## src/rtl/vreg_alu.sv

```systemverilog
module vreg_alu #(
  parameter int W = 8
) (
  input  logic         clk,
  input  logic         rst_n,
  input  logic         issue,
  input  logic [3:0]   func,
  input  logic [W-1:0] x_val,
  input  logic [W-1:0] y_val,
  input  logic         dst_is_flag,
  output logic [W-1:0] res_data,
  output logic         res_we,
  output logic [W-1:0] flag_data,
  output logic         flag_we
);
  localparam logic [W-1:0] ONE = W'(1);

  logic [W:0]   sum, dxy, dyx;
  logic [W-1:0] r_n;
  logic         f_n, def_n, fop_n;

  assign sum = {1'b0, x_val} + {1'b0, y_val};
  assign dxy = {1'b0, x_val} - {1'b0, y_val};
  assign dyx = {1'b0, y_val} - {1'b0, x_val};

  always_comb begin
    r_n   = '0;
    f_n   = 1'b0;
    def_n = 1'b1;
    fop_n = 1'b0;
    unique case (func)
      4'h0: r_n = y_val;
      4'h1: r_n = x_val | y_val;
      4'h2: r_n = x_val & y_val;
      4'h3: r_n = x_val ^ y_val;
      4'h4: begin r_n = sum[W-1:0]; f_n = sum[W];                fop_n = 1'b1; end
      4'h5: begin r_n = dxy[W-1:0]; f_n = !dxy[W] && (x_val != y_val); fop_n = 1'b1; end
      4'h6: begin r_n = x_val >> 1; f_n = x_val[0];              fop_n = 1'b1; end
      4'h7: begin r_n = dyx[W-1:0]; f_n = !dyx[W] && (x_val != y_val); fop_n = 1'b1; end
      4'hE: begin r_n = x_val << 1; f_n = x_val[W-1];            fop_n = 1'b1; end
      default: def_n = 1'b0;
    endcase
  end

  always_ff @(posedge clk) begin
    if (!rst_n) begin
      res_data  <= '0;
      res_we    <= 1'b0;
      flag_data <= '0;
      flag_we   <= 1'b0;
    end else begin
      res_data  <= issue ? r_n : '0;
      res_we    <= issue && def_n && !(fop_n && dst_is_flag);
      flag_data <= (issue && f_n) ? ONE : '0;
      flag_we   <= issue && fop_n;
    end
  end
endmodule


```

## config.mk

```make
export PLATFORM = sky130hd
export DESIGN_NAME = vreg_alu
export DESIGN_NICKNAME = d
export VERILOG_FILES = /design/src/rtl/vreg_alu.sv
export SDC_FILE = /design/constraint.sdc
export NUM_CORES = 1
export LEC_CHECK = 0
export ABC_AREA = 1
export BUFFER_PORTS_ARGS = -buffer_cell sky130_fd_sc_hd__buf_2
export CORE_MARGIN = 2
export CORE_UTILIZATION = 43
export CTS_BUF_LIST = sky130_fd_sc_hd__clkbuf_8
export DETAILED_ROUTE_END_ITERATION = 7
export PLACE_DENSITY = 0.73
export SLEW_MARGIN = 15
export SYNTH_ARGS = -nofsm -noshare
export SYNTH_HDL_FRONTEND = slang
export SYNTH_SLANG_ARGS = --single-unit
```

## constraint.sdc

```tcl
create_clock -name clk -period 4.55 [get_ports clk]
set_clock_uncertainty 0.2 [all_clocks]
set_input_delay 0.455 -clock clk [delete_from_list [all_inputs] [get_ports clk]]
set_output_delay 0.455 -clock clk [all_outputs]
set_load 0.01 [all_outputs]
```

==> results.md <==
* Maximum capacitance violations at 0
* Main synth FF type: dfxtp_1
* Count of final max-slew check failures at 0
* Endpoint, Worst Hold: res_we
* Slowest cell on the critical path: ha_1
* Commonest cells after routing, fill and taps aside: nand2_1 (83), inv_1 (56), nand3_1 (36), ha_1 (34), buf_2 (34)
* H-tree level count at 1
* Setup repair after global routing missed its margin: no
* Switch share at 41.94%
* Final setup vio count at 0
* Share of flip-flops with an asynchronous set or reset after synthesis at 0%
* Run status: complete, no violations
* Number of different library cells in the post-synthesis netlist at 31
* Clock Power Share at 24.2%
* Kind of cell adding the most delay to the critical path: simple AND/OR/NAND/NOR gates
* CP Data Arrival Time at 2210 ps
* Relative area change from synthesis to final layout at 10.36%
* Core region area at 4661 sq um
* I/O Pins at 42
* Post-Synthesis Mean Instance Area at 6.054 sq um
* Met3 routed WL at 512 microns
* Proportion of synthesized chip area in sequential cells at 10.67%
* DRC Markers at 0
* Worst path bufs/invs at 2
* Internal power at 225.6 uW
* Clock buffers created by TritonCTS at 3
* Port-buffer cells at 34
* Worst hold slack after final layout at 217.1 ps
* Standby leakage power at 1.294 nW
* Final layout net count at 434
* Final weighted congestion of routability-driven global placement at 0.9522
* Highest net fanout along the worst path at 8
* Wire length of the first global-routing pass at 9273 microns
* Worst slew pin tran at 576.6 ps
* Number of DRC markers in iteration 0 at 254
* Clock root buffer: clkbuf_8
* Fraction of final layout cells sized beyond drive strength 1 at 13.71%
* Total detailed-routing wirelength at 5813 microns
* Sort of element at the start of the critical path: primary input
* Slowest Stage Delay on Critical Path at 420 ps
* Launch instance of the worst min-delay path: dst_is_flag
* Initial antenna violation count at 0
* Part of the power in combinational logic at 49.7%
* Number of buffers inserted by hold repair at cts at 0
* Number of vias after detailed routing at 2309
* Series of cell instances along the critical path: buf_2 > inv_1 > ha_1 > a21oi_1 > o21ai_0 > or2_2 > nand3_1 > nand3_1 > nor2_1 > nor2_1
* IR drop worst, VDD at 0.00007258 V
* Reg clk slew, reported paths at 50 ps
* Worst Hold Depth at 2
* Number of instances in the synthesized netlist at 341
* Average detailed-routed wire length per instance at 13.65 microns
* Worst min-delay path category: in -> reg
* Share of the clock period used by the worst path at 50.40%
* Post-synth EDFFs at 0
* Placed Cells at 422
* Setup slack at placement at 2041 ps
* Vias in the first global route at 1950
* Starting utilization of the core area at 44.30%
* Total global routing track utilization at 22.00%
* Power density relative to cell area at 170.5 nW/um^2
* Overall overflow remaining after global route at 0
* Antenna diode count at 0
* TritonCTS clock tree: done
* Final HPWL from detailed placement at 4726 microns
* Post-Route Utilization at 48.89%
* Setup TNS after final layout at 0 ps
* Worst max-slew margin expressed relative to the limit at 61.42%
* Max layer used: met4
* Synthesized flop and latch total at 11
* Final-report hold violation count at 0
* Number of vias per cell after detailed routing at 5.420
* Post-layout minimum cycle time at 2293 ps
* Critical path type: in -> reg
* Maximum frequency from static timing analysis at 0.4361 GHz
* Die ar. at 5371 sq um
* Sequential Power Share at 26.2%
* Post-CTS repair timing setup buffer count at 0
* CTS sink count at 11
* Post-synth design cell area at 2064 sq um
* Number of iterations in the first detailed-routing pass at 4
* Reported net switching power at 162.9 uW
* Most common cell after layout, fill and taps aside: nand2_1
* Number of cell rows at 25
* Die outline width at 73.29 microns
* Post-cts gate resize count at 0
* Die Y at 73.29 microns
* Routed wl met2 at 2494 microns
* CTS Buffer Depth at 2
* Final critical-path setup slack at 2257 ps
* Type of element capturing the critical path: flip-flop
* Synth Warn # at 0
* Pin count of the biggest net entering global routing at 13
* Routed Antenna Nets at 0
* Data required time at the worst endpoint at 4460 ps
* Wl on met1 at 2683 microns
* Post-route insts no fill at 426
==> worst max path at each step <==
stage                     startpoint     endpoint  slack (ps)  cells after the start
after floorplan             x_val[0]  res_data[6]        2470                     11
after global placement      x_val[3]  res_data[4]        2040                     10
after detailed placement    x_val[1]  res_data[6]        2040                     11
after CTS                   x_val[1]  res_data[6]        2280                     11
after global routing        x_val[0]  res_data[6]        2140                     12
final                       x_val[3]  res_data[4]        2260                     10
==> state kept, by name, summed over array words and instances (netlist names) <==
signal and count:
res_data 8, flag_data 1, flag_we 1, res_we 1
==> area by class of cell <==
type                    instances  area (sq um)
clock inverters                 1         3.754
well taps                      54         67.56
flip-flops and latches         11         220.2
repair buffers                 34         170.2
inverters                      57         214.0
multi-input cells             266          1562
fillers                       501          2382
clock buffers                   3         41.29
==> metrics by stage <==
| step | cell area (sq um) | power, mW |
|---|---|---|
| 2_1_floorplan | 2087 | 0.2426 |
| 6_report | 2278 | 0.3885 |
| 5_1_grt | 2278 | 0.4182 |
| 3_5_place_dp | 2233 | 0.2912 |
| 3_3_place_gp | 2233 | 0.2901 |
| 4_1_cts | 2278 | 0.3848 |
==> logic make-up (layout without fill, tap and decap cells) <==
group           Yosys count  count (layout)  share of synthesized area, %
simple gates            170             170                         35.51
buf+inv                  70              95                         14.79
compound gates           50              50                         14.49
fa+ha+maj                37              37                         23.52
flops                    11              11                         10.67
xor+xnor                  2               2                        0.8486
other cells               1               7                        0.1816
==> synth_stat cells, types with 2 or more instances <==
cell type   n  area share (%)
o21ai_0     7             1.7
o21ai_2     2            0.85
a21oi_1    21             5.1
buf_4       8             2.9
nor2_2      4             1.2
ha_1       34              21
o22ai_1    10             3.0
inv_2       2            0.36
nand2_1    83              15
a221oi_1    2            0.85
fa_1        3             2.9
nor2_1     29             5.3
o21bai_1    2            0.73
and2_1      2            0.61
dfxtp_1    11              11
nand3_1    36             8.7
or2_2       5             1.5
buf_2       4            0.97
o211ai_1    4             1.5
nand4_1     4             1.2
nor3_1      4            0.97
inv_1      55              10
==> power by group through the flow <==
stage	Combinational, mW	Sequential [mW]	Clock (mW)
finish	0.193	0.102	0.0938
global route	0.216	0.102	0.101
CTS	0.189	0.102	0.0946
detailed placement	0.188	0.104	0
global placement	0.187	0.104	0
floorplan	0.137	0.106	0
==> metal layers <==
layer | vias to the layer above | GRT usage [%]
met2 | 130 | 34.63
met4 | 0 | 6.465
li1 | 1142 | -
met5 | - | 0
met1 | 1025 | 32.25
met3 | 12 | 1.372
No activity file was read; power rests on OpenSTA's default activity.
